[src/rtl/nco_pkg.sv]
package nco_pkg;

   // Byte lanes of the frequency word; the lane index selects the bit slice.
   typedef enum logic [0:0] {
      LANE_LOW  = 1'b0,
      LANE_HIGH = 1'b1
   } nco_lane_e;

   localparam int unsigned NCO_LANES = 2;

endpackage

[src/rtl/nco_cword_reg.sv]
module nco_cword_reg #(
   parameter int unsigned BYTE_W  = 8,
   parameter int unsigned N_LANES = nco_pkg::NCO_LANES,
   localparam int unsigned CW_W   = BYTE_W * N_LANES
) (
   input  logic                clk,
   input  logic                rst_n,
   input  logic [N_LANES-1:0]  lane_we,
   input  logic [BYTE_W-1:0]   lane_data,
   output logic [CW_W-1:0]     cword
);

   if (BYTE_W < 1) begin : g_bad_byte
      $error("nco_cword_reg: BYTE_W must be at least 1");
   end
   if (N_LANES < 1) begin : g_bad_lanes
      $error("nco_cword_reg: N_LANES must be at least 1");
   end

   for (genvar ln = 0; ln < N_LANES; ln++) begin : g_lane
      logic [BYTE_W-1:0] slice_q;

      always_ff @(posedge clk or negedge rst_n) begin
         if (!rst_n) begin
            slice_q <= '0;
         end else if (lane_we[ln]) begin
            slice_q <= lane_data;
         end
      end

      assign cword[ln*BYTE_W +: BYTE_W] = slice_q;

      // A lane that is not written keeps its byte.
      p_lane_hold_r1: assert property (@(posedge clk) disable iff (!rst_n)
         !lane_we[ln] |=> $stable(cword[ln*BYTE_W +: BYTE_W]))
         else $error("p_lane_hold_r1: lane %0d changed without a write", ln);
   end

endmodule

[src/rtl/nco_step_map.sv]
module nco_step_map #(
   parameter int unsigned CW_W     = 16,
   parameter bit          FOLD_NEG = 1'b1
) (
   input  logic [CW_W-1:0] cword,
   output logic [CW_W-1:0] step
);

   localparam logic [CW_W-1:0] HALF = {1'b1, {(CW_W-1){1'b0}}};

   if (CW_W < 2) begin : g_bad_width
      $error("nco_step_map: CW_W must be at least 2");
   end

   if (FOLD_NEG) begin : g_fold
      // Words in the upper half count as negative; use their magnitude.
      always_comb begin
         if (cword[CW_W-1]) begin
            step = (~cword) + {{(CW_W-1){1'b0}}, 1'b1};
         end else begin
            step = cword;
         end
      end

      always_comb begin
         p_step_range_r3: assert (step <= HALF)
            else $error("p_step_range_r3: folded step %0h above half range", step);
      end
   end else begin : g_plain
      assign step = cword;
   end

endmodule

[src/rtl/nco_phase_acc.sv]
module nco_phase_acc #(
   parameter int unsigned STEP_W = 16,
   parameter int unsigned ACC_W  = 16
) (
   input  logic              clk,
   input  logic              rst_n,
   input  logic [STEP_W-1:0] step,
   output logic              wave,
   output logic              tick
);

   localparam int unsigned PAD_W = ACC_W - STEP_W;

   if (ACC_W < STEP_W) begin : g_bad_acc
      $error("nco_phase_acc: ACC_W must not be below STEP_W");
   end

   logic [ACC_W-1:0] phase_q;
   logic [ACC_W-1:0] step_ext;
   logic             msb_q;

   if (PAD_W == 0) begin : g_same
      assign step_ext = step;
   end else begin : g_pad
      assign step_ext = {{PAD_W{1'b0}}, step};
   end

   always_ff @(posedge clk or negedge rst_n) begin
      if (!rst_n) begin
         phase_q <= '0;
         msb_q   <= 1'b0;
      end else begin
         phase_q <= phase_q + step_ext;
         msb_q   <= phase_q[ACC_W-1];
      end
   end

   assign wave = phase_q[ACC_W-1];
   assign tick = wave & ~msb_q;

   p_freeze_r6: assert property (@(posedge clk) disable iff (!rst_n)
      (step == '0) |=> $stable(phase_q))
      else $error("p_freeze_r6: phase moved with zero step");

   p_tick_high_r5: assert property (@(posedge clk) disable iff (!rst_n)
      tick |-> wave)
      else $error("p_tick_high_r5: tick while wave low");

   p_tick_single_r5: assert property (@(posedge clk) disable iff (!rst_n)
      tick |=> !tick)
      else $error("p_tick_single_r5: tick lasted two cycles");

   p_reset_clear_r7: assert property (@(posedge clk)
      !rst_n |-> (phase_q == '0) && !tick)
      else $error("p_reset_clear_r7: state not cleared in reset");

endmodule

[src/rtl/nco_vfreq_gen.sv]
module nco_vfreq_gen #(
   parameter int unsigned BYTE_W   = 8,
   parameter int unsigned ACC_W    = 2 * BYTE_W,
   parameter bit          FOLD_NEG = 1'b1
) (
   input  logic              clk,
   input  logic              rst_n,
   input  logic              wr_hi,
   input  logic              wr_lo,
   input  logic [BYTE_W-1:0] wr_byte,
   output logic              wave_o,
   output logic              tick_o
);

   import nco_pkg::*;

   localparam int unsigned CW_W = BYTE_W * NCO_LANES;

   logic [NCO_LANES-1:0] lane_we;
   logic [CW_W-1:0]      cword;
   logic [CW_W-1:0]      step;

   always_comb begin
      lane_we           = '0;
      lane_we[LANE_LOW]  = wr_lo;
      lane_we[LANE_HIGH] = wr_hi;
   end

   nco_cword_reg #(
      .BYTE_W  (BYTE_W),
      .N_LANES (NCO_LANES)
   ) u_cword (
      .clk       (clk),
      .rst_n     (rst_n),
      .lane_we   (lane_we),
      .lane_data (wr_byte),
      .cword     (cword)
   );

   nco_step_map #(
      .CW_W     (CW_W),
      .FOLD_NEG (FOLD_NEG)
   ) u_map (
      .cword (cword),
      .step  (step)
   );

   nco_phase_acc #(
      .STEP_W (CW_W),
      .ACC_W  (ACC_W)
   ) u_acc (
      .clk   (clk),
      .rst_n (rst_n),
      .step  (step),
      .wave  (wave_o),
      .tick  (tick_o)
   );

endmodule

[config.mk]
export PLATFORM = sky130hd
export DESIGN_NAME = nco_vfreq_gen
export DESIGN_NICKNAME = d
export VERILOG_FILES = /design/src/rtl/nco_pkg.sv /design/src/rtl/nco_cword_reg.sv /design/src/rtl/nco_step_map.sv /design/src/rtl/nco_phase_acc.sv /design/src/rtl/nco_vfreq_gen.sv
export SDC_FILE = /design/constraint.sdc
export NUM_CORES = 1
export LEC_CHECK = 0
export BUFFER_PORTS_ARGS = -buffer_cell sky130_fd_sc_hd__buf_2
export CORE_MARGIN = 4
export CORE_UTILIZATION = 55
export DETAILED_ROUTE_END_ITERATION = 6
export GPL_TIMING_DRIVEN = 0
export PLACE_DENSITY = 0.79
export SYNTH_ARGS = -nofsm -noshare
export SYNTH_HDL_FRONTEND = slang
export SYNTH_SLANG_ARGS = --single-unit
[constraint.sdc]
create_clock -name clk -period 4.5 [get_ports clk]
set_input_delay 0.45 -clock clk [delete_from_list [all_inputs] [get_ports clk]]
set_output_delay 0.45 -clock clk [all_outputs]
set_load 0.01 [all_outputs]
# After elaboration in Yosys (flattened, before gate mapping)
# Index checks and enable logic that the tools add are counted.
# Widths: inputs -> output; s select.
# word_totals
inputBits,12
out_inout_bits,2
word_cells,10
ff_bits,33
# op_classes
bitwise,3
addsub,2
n_mux,1
# ops
cell,n
$add 16x1->16 const B,1
$add 16x16->16,1
$mux 16,1
$not 16->16,1
$and 1x1->1,1
$not 1->1,1

# Depth between registers and ports, before layout
# logic_depth
word_depth,4
ltp_mapped,13
mapped_depth_nobuf,13

# Cells and area by module
# A second synthesis with hierarchy kept.
# unflattened
hier_cells,207
area_unflattened_um2,2313.5
# by_module_without_submodules
module,seq_area_each_um2,area_each_um2,n_inst,cells_per_inst
nco_phase_acc,425.4,1285.0,1,125
nco_cword_reg,400.4,663.1,1,34
nco_step_map,0.0,365.4,1,48

# Worst setup path before layout
# Ideal clock, no wire load.
# synth_timing
path_type,flip-flop to flip-flop
startpoint,reg u_cword.g_lane[0].slice_q[0]
endpoint,reg u_acc.phase_q[13]
stages_incl_launch_ff,13
required_time_ns,4.421
path_slack_ns,1.829
arrival_ns,2.591
n_path_buf,0
period_less_slack_ns,2.671
setup_time_ns,0.079
cell_sequence,dfrtp_1 -> inv_1 -> ha_1 -> nand2b_1 -> nor4b_1 -> inv_1 -> o41ai_1 -> xnor2_1 -> ha_1 -> nand4_1 -> or3_1 -> o21ai_0 -> xor2_1
# synth_between
elab_chain_cells,4
# synth_rtl
element,line_no,source
from (decl),nco_cword_reg.sv:21,logic [BYTE_W-1:0] slice_q;
from (signal assigned),nco_cword_reg.sv:27,slice_q <= lane_data;
$not 16->16,nco_step_map.sv:19,"step = (~cword) + {{(CW_W-1){1'b0}}, 1'b1};"
$add 16x1->16,nco_step_map.sv:19,
$mux 16 (*),nco_step_map.sv:18,if (cword[CW_W-1]) begin
$add 16x16->16 (*),nco_phase_acc.sv:33,phase_q <= phase_q + step_ext;
to (signal assigned),nco_phase_acc.sv:33,
to (decl),nco_phase_acc.sv:18,logic [ACC_W-1:0] phase_q;
# Mark *: on every way between the ends. The rest lies on a longest branch, timed or not.
# A chain may end at the register's enable or synchronous reset.

# Worst setup path after layout
# layout_timing
startpoint,reg u_cword.g_lane[0].slice_q[0]
endpoint,reg u_acc.phase_q[15]
# Same word-level chain as after synthesis.

==> impl_metrics.env <==
export IMPL_run_status="finished, final reports clean"
export IMPL_cts_sinks=33
export IMPL_port_buffers=11
export IMPL_cp_cell_sequence="inv_1 > ha_1 > nand2b_1 > nor4b_1 > inv_1 > o41ai_1 > xnor2_1 > ha_1 > nand4_1 > or3_1 > o21ai_0 > xnor2_1"
export IMPL_numCtsBuffers=5
export IMPL_yosysSeqAreaShare_pct=40.24
export IMPL_clk_latency_ps=290
export IMPL_crit_start="u_cword.g_lane[0].slice_q[0]"
export IMPL_vias=1484
export IMPL_p_per_area_mw_per_mm2=678.6
export IMPL_slowest_delay_ps=410
export IMPL_antenna_found_initial=0
export IMPL_ir_drop_mv=0.2940
export IMPL_avgRoutedWirePerCell_um=14.72
export IMPL_place_ws_ps=1370
export IMPL_syn_to_final_growth_pct=11.34
export IMPL_crit_type="register to register"
export IMPL_diodes=0
export IMPL_critPathBufInv=2
export IMPL_cts_tree="yes"
export IMPL_drt_iter0_drc=74
export IMPL_grt_util_met1_pct=22.05
export IMPL_dr_pass1_iters=5
export IMPL_fill_cells=287
export IMPL_ant_nets=0
export IMPL_holdWs_ps=207.7
export IMPL_num_rows=21
export IMPL_hpwl_um=3040
export IMPL_die_area_mm2=0.004772
export IMPL_cts_max_level=2
export IMPL_rsz0062_at_grt="no"
export IMPL_fin_crit_ps=3130
export IMPL_timing_final_hold_violations=0
export IMPL_cap_violations=0
export IMPL_multi_input_area_mm2=0.001181
export IMPL_setup_viol=0
export IMPL_ys_seq_elements=33
export IMPL_timing_final_crit_share_pct=69.55
export IMPL_core_area_mm2=0.003468
export IMPL_syn_avg_cell_area_um2=10.31
export IMPL_crit_arrival_ps=3300
export IMPL_die_height_um=69.08
export IMPL_globalRouteMet2Util_pct=29.56
export IMPL_critPathRequiredTime_ps=4670
export IMPL_grt_usage_pct=18.06
export IMPL_r2r_start="u_cword.g_lane[0].slice_q[0]"
export IMPL_busiest_layer="met2"
export IMPL_ios=14
export IMPL_grt_pass1_wl_um=6803
export IMPL_maxSlewViolCount=0
export IMPL_post_cts_resized=0
export IMPL_die_x_um=69.08
export IMPL_cts_max_path_buffers=2
export IMPL_clkTransAtPathRegs_ps=70
export IMPL_p_leak_uw=0.0009787
export IMPL_end_kind="register"
export IMPL_worst_slew_pin_slew_ps=713.2
export IMPL_drt_vias_per_instance=5.621
export IMPL_start_util_pct=59.16
export IMPL_holdBufCountCts=0
export IMPL_regArea_um2=825.8
export IMPL_grt_max_degree=34
export IMPL_start_kind="register"
export IMPL_syn_area_mm2=0.002052
export IMPL_power_uw=1550
export IMPL_crit_path_top_delay_cell="nor4b_1"
export IMPL_cts_root_buf="clkbuf_8"
export IMPL_first_global_vias=1500
export IMPL_maxSlewHeadroom_pct=52.45
export IMPL_grt_overflow=0
export IMPL_min_path_type="input pin to async pin"
export IMPL_finalWirelength_um=3885
export IMPL_setup_tns_ps=0
export IMPL_nNetsFinal=249
export IMPL_clock_skew_ps=5.223
export IMPL_ys_types=35
export IMPL_synthCells=199
export IMPL_drive_gt1_share_pct=17.89
export IMPL_drc=0
export IMPL_final_setup_worst_slack_ps=1370
export IMPL_synth_fp_nets=231
export IMPL_critPathTopFamily="simple AND/OR/NAND/NOR gates"
export IMPL_gp_congestion=0.8416
export IMPL_clock_fmax_ghz=0.3195
export IMPL_post_cts_setup_buffers=0
export IMPL_grt_util_met3_pct=5.087
export IMPL_crit_path_max_fanout=4
export IMPL_synth_warnings=0
==> flip-flops by register name (all words and copies together), names as in the netlist <==
signal	cells
u_cword.g_lane.slice_q	16
u_acc.phase_q	16
u_acc.msb_q	1
==> per-layer routing <==
metal	part of all wire [%]	routed length, um
met5	0	0
met4	2.2	87
met3	4.2	165
met2	48	1862
met1	46	1769
==> cell usage in the layout (no fill, tap or decap), types with 2 or more instances in the layout <==
cell type,instances
ha_1,19
nor4_1,2
clkbuf_8,6
mux2_2,13
o211ai_1,4
dfrtp_1,33
inv_1,6
o41ai_1,2
a21oi_1,18
clkbuf_1,3
buf_2,11
o21ai_0,16
o31ai_1,2
nand3_1,3
nand2_1,20
nand4_1,2
xor2_1,7
or3_1,3
nand2b_1,4
nor2_1,6
xnor2_1,20
==> per-stage QoR <==
step / instance area (um2) / utilization [%] / cells
finish: 2285 / 65.87 / 264
global route: 2285 / 65.87 / 264
CTS: 2285 / 65.87 / 264
detailed placement: 2165 / 62.41 / 256
global placement: 2165 / 62.41 / 256
floorplan: 2052 / - / 199
==> logic make-up (layout without fill, tap and decap cells) <==
family	count (synthesis)	after routing	share of synthesized area (%)
AOI/OAI and AO/OA	52	52	16.22
xor gates and xnor gates	27	27	11.52
adders and majority gates	20	20	12.56
buffers and inverters	10	29	2.195
DFF	33	33	40.24
muxes	13	13	7.134
and+or+nand+nor	44	44	10.12
==> cells in the mapped netlist (all sizes together) <==
library cell   n  area (um2)
a21boi         1       7.510
a21o           2       16.27
a21oi         18       90.09
a311oi         1       15.01
a31oi          1       6.260
buf            1       11.26
clkbuf         3       11.26
dfrtp         33       825.8
fa             1       20.02
ha            19       237.7
inv            6       22.52
mux2          13       146.4
nand2         20       75.07
nand2b         4       25.02
nand3          3       15.01
nand4          2       12.51
nor2           6       22.52
nor2b          1       6.260
nor3           1       5.000
nor4           2       12.51
nor4b          1       8.760
o2111a         1       11.26
o211ai         4       30.03
o21ai         17       88.84
o21bai         1       7.510
o221a          1       11.26
o31ai          2       15.01
o41ai          3       33.79
or2            1       6.260
or3            3       18.77
xnor2         20       175.2
xor2           7       61.31
==> worst paths after layout <==
check,end,slack [ps],cells past startpoint
max in group asynchronous,u_cword.g_lane[0].slice_q[7],3840,1
hold / removal,u_acc.phase_q[10],210,1
setup / recovery,u_acc.phase_q[15],1370,12
hold reg to reg,u_acc.msb_q,450,0
min in group clk,u_cword.g_lane[0].slice_q[1],380,3
setup reg to reg,u_acc.phase_q[15],1370,12
==> report_power, final <==
group | internal (uW) | switching [uW] | total (uW)
Sequential | 403 | 56.4 | 459
Clock | 180 | 115 | 295
Combinational | 356 | 440 | 796
Total | 939 | 612 | 1550
==> final cells by class <==
class,instances,share of cell area [%]
multi-input combinational,156,51.70
buffer,4,0.9858
clock inverter,2,1.643
tap,46,2.519
timing repair buffer,11,2.410
sequential,33,36.14
inverter,6,0.9858
clock buffer,6,3.614
(Power assumes the default switching activity.)
